**src/rtl/dmaexp_pkg.sv**
```systemverilog
package dmaexp_pkg;

   typedef enum logic [1:0] {
      OC_IDLE  = 2'd0,
      OC_WAIT  = 2'd1,
      OC_FAIL  = 2'd2,
      OC_RESET = 2'd3
   } outcome_e;

   // status bit positions decoded at expiry
   localparam int ST_ACTIVE   = 0;
   localparam int ST_ERROR    = 1;
   localparam int ST_IRQ      = 2;
   localparam int ST_EARLY_LO = 3;
   localparam int ST_EARLY_HI = 4;
   localparam int ST_MIN_W    = ST_EARLY_HI + 1;

   typedef struct packed {
      outcome_e code;
      logic     rearm;
      logic     consume;
   } verdict_t;

endpackage

```
**src/rtl/dmaexp_timer.sv**
```systemverilog
module dmaexp_timer #(
   parameter int CW       = 17,
   parameter int COUNT_UP = 0
) (
   input  logic          clk,
   input  logic          rst,
   input  logic          load,
   input  logic [CW-1:0] load_val,
   input  logic          clear,
   output logic          expire
);

   localparam logic [CW-1:0] ONE = CW'(1);

   if (CW < 2) begin : g_bad_cw
      $error("dmaexp_timer: CW must be at least 2");
   end

   if (COUNT_UP != 0) begin : g_up
      logic [CW-1:0] cnt_q;
      logic [CW-1:0] lim_q;
      logic          act_q;

      always_ff @(posedge clk) begin
         if (rst) begin
            cnt_q <= '0;
            lim_q <= '0;
            act_q <= 1'b0;
         end else if (load) begin
            cnt_q <= '0;
            lim_q <= load_val;
            act_q <= 1'b1;
         end else if (clear) begin
            act_q <= 1'b0;
         end else if (act_q) begin
            cnt_q <= cnt_q + ONE;
            if ((cnt_q + ONE) == lim_q) act_q <= 1'b0;
         end
      end

      assign expire = act_q && (cnt_q == (lim_q - ONE));
   end else begin : g_down
      logic [CW-1:0] cnt_q;

      always_ff @(posedge clk) begin
         if (rst) begin
            cnt_q <= '0;
         end else if (load) begin
            cnt_q <= load_val;
         end else if (clear) begin
            cnt_q <= '0;
         end else if (cnt_q != '0) begin
            cnt_q <= cnt_q - ONE;
         end
      end

      assign expire = (cnt_q == ONE);
   end

   // a clear without a load leaves no expiry behind
   a_r7_clear_silences: assert property (@(posedge clk) disable iff (rst)
      (clear && !load) |=> !expire);

endmodule

```
**src/rtl/dmaexp_classify.sv**
```systemverilog
module dmaexp_classify
   import dmaexp_pkg::*;
#(
   parameter int STAT_W = 8
) (
   input  logic [STAT_W-1:0] status,
   input  logic              reprieve,
   output verdict_t          verdict
);

   if (STAT_W < ST_MIN_W) begin : g_bad_w
      $error("dmaexp_classify: STAT_W too narrow for decoded bits");
   end

   logic early;
   assign early = status[ST_EARLY_HI] & status[ST_EARLY_LO];

   always_comb begin
      verdict = '{code: OC_FAIL, rearm: 1'b0, consume: 1'b0};
      if (!reprieve) begin
         verdict = '{code: OC_FAIL, rearm: 1'b0, consume: 1'b0};
      end else if (early) begin
         verdict = '{code: OC_WAIT, rearm: 1'b1, consume: 1'b0};
      end else if (status[ST_ERROR]) begin
         verdict = '{code: OC_FAIL, rearm: 1'b0, consume: 1'b1};
      end else if (status[ST_ACTIVE] || status[ST_IRQ]) begin
         verdict = '{code: OC_WAIT, rearm: 1'b1, consume: 1'b1};
      end else begin
         verdict = '{code: OC_RESET, rearm: 1'b0, consume: 1'b1};
      end
   end

endmodule

```
**src/rtl/dma_expiry_watch.sv**
```systemverilog
module dma_expiry_watch
   import dmaexp_pkg::*;
#(
   parameter int STAT_W   = 8,
   parameter int WAIT_W   = 16,
   parameter int COUNT_UP = 0
) (
   input  logic              clk,
   input  logic              rst,
   input  logic              start,
   input  logic              done,
   input  logic [STAT_W-1:0] status,
   input  logic [WAIT_W-1:0] base_wait,
   output logic              outcome_valid,
   output logic [1:0]        outcome_code,
   output logic              error_pulse,
   output logic              reset_pulse
);

   localparam int CNT_W = WAIT_W + 1;
   localparam logic [CNT_W-1:0] ONE_C = CNT_W'(1);

   if (WAIT_W < 1) begin : g_bad_wait
      $error("dma_expiry_watch: WAIT_W must be positive");
   end
   if (COUNT_UP != 0 && COUNT_UP != 1) begin : g_bad_var
      $error("dma_expiry_watch: COUNT_UP must be 0 or 1");
   end

   logic [CNT_W-1:0] base_eff;
   logic [CNT_W-1:0] first_load;
   logic [CNT_W-1:0] tmr_val;
   logic             tmr_load;
   logic             tmr_clear;
   logic             expire;
   logic             decide;
   logic             reprieve_q;
   verdict_t         verdict;

   // zero base period behaves as one
   assign base_eff   = (base_wait == '0) ? ONE_C : {1'b0, base_wait};
   assign first_load = {base_eff[CNT_W-2:0], 1'b0};

   assign decide    = expire && !start && !done;
   assign tmr_load  = start || (decide && verdict.rearm);
   assign tmr_val   = start ? first_load : base_eff;
   assign tmr_clear = done && !start;

   dmaexp_timer #(
      .CW       (CNT_W),
      .COUNT_UP (COUNT_UP)
   ) u_timer (
      .clk      (clk),
      .rst      (rst),
      .load     (tmr_load),
      .load_val (tmr_val),
      .clear    (tmr_clear),
      .expire   (expire)
   );

   dmaexp_classify #(
      .STAT_W (STAT_W)
   ) u_classify (
      .status   (status),
      .reprieve (reprieve_q),
      .verdict  (verdict)
   );

   always_ff @(posedge clk) begin
      if (rst) begin
         reprieve_q    <= 1'b1;
         outcome_valid <= 1'b0;
         outcome_code  <= OC_IDLE;
         error_pulse   <= 1'b0;
         reset_pulse   <= 1'b0;
      end else begin
         outcome_valid <= decide;
         outcome_code  <= decide ? verdict.code : OC_IDLE;
         error_pulse   <= decide && (verdict.code == OC_FAIL);
         reset_pulse   <= decide && (verdict.code == OC_RESET);
         if (start) begin
            reprieve_q <= 1'b1;
         end else if (decide && verdict.consume) begin
            reprieve_q <= 1'b0;
         end
      end
   end

   // start pre-empts a verdict at its edge
   a_r8_start_preempts: assert property (@(posedge clk) disable iff (rst)
      start |=> !outcome_valid);

   // completion yields no strobe
   a_r7_done_quiet: assert property (@(posedge clk) disable iff (rst)
      (done && !start) |=> !outcome_valid);

   // spent reprieve means fail
   a_r4_spent_fails: assert property (@(posedge clk) disable iff (rst)
      (outcome_valid && !$past(reprieve_q)) |-> (outcome_code == OC_FAIL && error_pulse));

   // pulses are exclusive and ride on the strobe
   a_r9_pulse_excl: assert property (@(posedge clk) disable iff (rst)
      $onehot0({error_pulse, reset_pulse}));
   a_r9_pulse_strobed: assert property (@(posedge clk) disable iff (rst)
      (error_pulse || reset_pulse) |-> outcome_valid);

   // code is idle without a strobe
   a_r3_idle_code: assert property (@(posedge clk) disable iff (rst)
      !outcome_valid |-> (outcome_code == OC_IDLE));

endmodule

```
**config.mk**
```make
export PLATFORM = sky130hd
export DESIGN_NAME = dma_expiry_watch
export DESIGN_NICKNAME = d
export VERILOG_FILES = /design/src/rtl/dmaexp_pkg.sv /design/src/rtl/dmaexp_timer.sv /design/src/rtl/dmaexp_classify.sv /design/src/rtl/dma_expiry_watch.sv
export SDC_FILE = /design/constraint.sdc
export NUM_CORES = 1
export LEC_CHECK = 0
export BUFFER_PORTS_ARGS = -buffer_cell sky130_fd_sc_hd__buf_2
export CORE_MARGIN = 2
export CORE_UTILIZATION = 53
export DETAILED_ROUTE_END_ITERATION = 6
export PLACE_DENSITY = 0.8
export REMOVE_ABC_BUFFERS = 1
export SLEW_MARGIN = 40
export SYNTH_ARGS = -nofsm -noshare
export SYNTH_HDL_FRONTEND = slang
export SYNTH_SLANG_ARGS = --single-unit
```
**constraint.sdc**
```tcl
create_clock -name clk -period 2.8 [get_ports clk]
set_input_delay 0.14 -clock clk [delete_from_list [all_inputs] [get_ports clk]]
set_output_delay 0.14 -clock clk [all_outputs]
set_load 0.01 [all_outputs]
```
==> impl_metrics.toml <==
[timing]
slew_viol_final = 0
hold_viol = 0
setup_viol = 0
holdWs_ps = 40.94
setup_slack_ps = 424.8
finalCritPeriodShare_pct = 84.83
slew_headroom_pct = 58.99
rsz0062_at_grt = "false"
fmax_mhz = 421.0
finalClockSkew_ps = 3.881
fin_tns_setup_ps = 0
worst_slew_pin_slew_ps = 610.4
period_needed_ps = 2375

[setup_path]
endpoint_kind = "flop"
cp-start-kind = "flop"
r2r-end = "u_timer.g_down.cnt_q[11]"
cp.required_ps = 3050
crit_type = "flop to flop"
crit_arrival_ps = 2630
ff2ff_path_depth = 7
r2r-start = "u_timer.g_down.cnt_q[0]"
r2r_setup_slack_ps = 420
critical_path.max_fanout = 12

[power_and_ir_drop]
p_per_area_nw_per_um2 = 465.5
pwr-share-seq_pct = 49.0
switching_share_pct = 33.49
p_switching_uw = 251.4
intPower_uw = 499.3
p_leak_nw = 0.6612
irDropWorstVdd_mv = 0.3600
clockPowerShare_pct = 21.2
p_total_uw = 750.8
combPwrFrac_pct = 29.8

[floorplan]
coreArea_sq_um = 2522
die_w_microns = 55.90
fp-row-count = 18
dieArea_sq_um = 3125
io_pins = 33
die_h_microns = 55.90
start_util_pct = 56.60

[placed_design]
gp_congestion = 0.9185
post_dp_cell_area_sq_um = 1585
portBuffers = 29
hpwl_mm = 2.731
post-place-ws_ps = 481.6

[layout]
regArea_sq_um = 460.4
insertedDiodeCount = 0
area_growth_pct = 12.97
fillers = 232
multiInputGateArea_sq_um = 893.4
final_nets = 237
drive_above_1_share_pct = 23.90
final_area_sq_um = 1613

[clock_network]
cts_setup_buffers = 0
clk_latency_ps = 320
htree_levels = 1
cts_made_buffers = 3
clock_path_buffers = 2
post_cts_resized = 0
clk_pin_slew_ps = 130
cts_tree = "yes"
clock-root-buffer = "clkbuf_4"
cts_sinks = 23
cts_hold_buf = 0

[route]
routed.top_layer = "met4"
route.met2.wl_mm = 1.775
num_vias = 1502
drcViolationCount = 0
drt-total-wl_mm = 3.781
met3_length_microns = 368
via_per_inst = 6.391
met1Wirelength_mm = 1.541
drtIter0Drc = 119
postRouteAntennaNets = 0
dr.pass1.iters = 4
wl_per_cell_microns = 16.09

[min_path]
min-delay-start = "rst"
whs_path_depth = 2
hold_path_class = "primary input to flop"
min_to = "u_timer.g_down.cnt_q[0]"

[global_route]
antenna_found_initial = 0
grt_pass1_vias = 1377
gr-total-overflow = 0
grt_max_degree = 22
grt_pass1_wl_mm = 6.223
grt_util_all_layers_pct = 24.66

[status]
status = "complete, no violations"

[logic_synthesis]
synth_top_area_share_pct = 32.25
synth_common_cells = "nand2_1, dfxtp_1, a21oi_1, xnor2_1, nor2_1"
synth-edff-count = 0
synth_flop_cell = "dfxtp_1"
ys_top_cells_by_area = "dfxtp_1, nand2_1, xnor2_1"
yosysMostFrequentCell = "nand2_1"
yosysTopAreaCell = "dfxtp_1"
ys_ff_latch = 23
syn_inst = 175
yosysSeqAreaShare_pct = 32.25
synth.distinct_cells = 42
avgSynthCellArea_sq_um = 8.158
netlist_area_sq_um = 1428
async_reset_ff_share_pct = 0
yosysWarnings = 0

[run]
maxCapViolCount = 0
-- through the flow --
stage	utilization, %	std cells
2_1_floorplan	-	168
3_5_place_dp	62.85	231
5_1_grt	63.94	235
3_3_place_gp	62.70	231
4_1_cts	63.94	235
6_report	63.94	235
-- placed cells by master (no fill, tap or decap), types with 7 or more instances in the layout --
cell     synthesis  layout
nand2_1         32      32
buf_2            1      29
dfxtp_1         23      23
xnor2_1         10      10
a21oi_1         10      10
nor2_1           9       9
nand3_1          8       8
nor4_1           7       7
nor3_1           7       7
a31oi_1          7       7
-- how the worst max path moves through the flow --
stage	start	to	slack [ps]	cells past startpoint
2_1_floorplan	u_timer.g_down.cnt_q[9]	u_timer.g_down.cnt_q[15]	600	5
3_3_place_gp	u_timer.g_down.cnt_q[9]	u_timer.g_down.cnt_q[11]	600	6
3_5_place_dp	u_timer.g_down.cnt_q[0]	u_timer.g_down.cnt_q[11]	480	7
4_1_cts	u_timer.g_down.cnt_q[0]	u_timer.g_down.cnt_q[11]	430	7
5_1_grt	u_timer.g_down.cnt_q[0]	u_timer.g_down.cnt_q[11]	250	7
6_report	u_timer.g_down.cnt_q[0]	u_timer.g_down.cnt_q[11]	420	7
-- logic make-up after synthesis --
kind of cell               Yosys count  synth area share [%]
xor gates and xnor gates            14                 8.588
adders and majority gates            3                 2.630
and+or+nand+nor                     82                 30.50
muxes                                1                0.7012
DFF                                 23                 32.25
buffers and inverters               12                 5.434
AOI/OAI and AO/OA                   40                 19.89
-- per-layer routing --
layer	up-vias	GRT usage, %
li1	711	-
met1	681	33.09
met2	96	40.14
met3	14	3.256
met4	0	9.864
met5	-	0
-- worst max-delay path, cell delays in order (launching register included) --
cell and delay [ps]:
dfxtp_1 510, ha_1 220, nand2_1 60, a21oi_1 470, and3_1 540, buf_4 220, a22oi_1 80, a21oi_1 190
-- state kept, by name, indices dropped and copies added (netlist names) --
register / cells
error_pulse: 1
outcome_code: 2
outcome_valid: 1
reprieve_q: 1
reset_pulse: 1
u_timer.g_down.cnt_q: 17
-- final cells by class --
type | instances | share of cell area, %
multi-input cells | 140 | 55.39
well taps | 30 | 2.327
clock buffers | 3 | 1.396
inverters | 5 | 1.164
flip-flops and latches | 23 | 28.55
repair buffers | 33 | 10.86
clock inverters | 1 | 0.3103
-- power groups by stage --
| stage | Clock (mW) | Combinational, mW | Sequential (mW) |
|---|---|---|---|
| 6_report | 0.159 | 0.224 | 0.368 |
| 5_1_grt | 0.177 | 0.243 | 0.370 |
| 4_1_cts | 0.164 | 0.220 | 0.366 |
| 3_5_place_dp | 0 | 0.218 | 0.374 |
| 3_3_place_gp | 0 | 0.210 | 0.372 |
| 2_1_floorplan | 0 | 0.151 | 0.368 |
(Power assumes the default switching activity.)
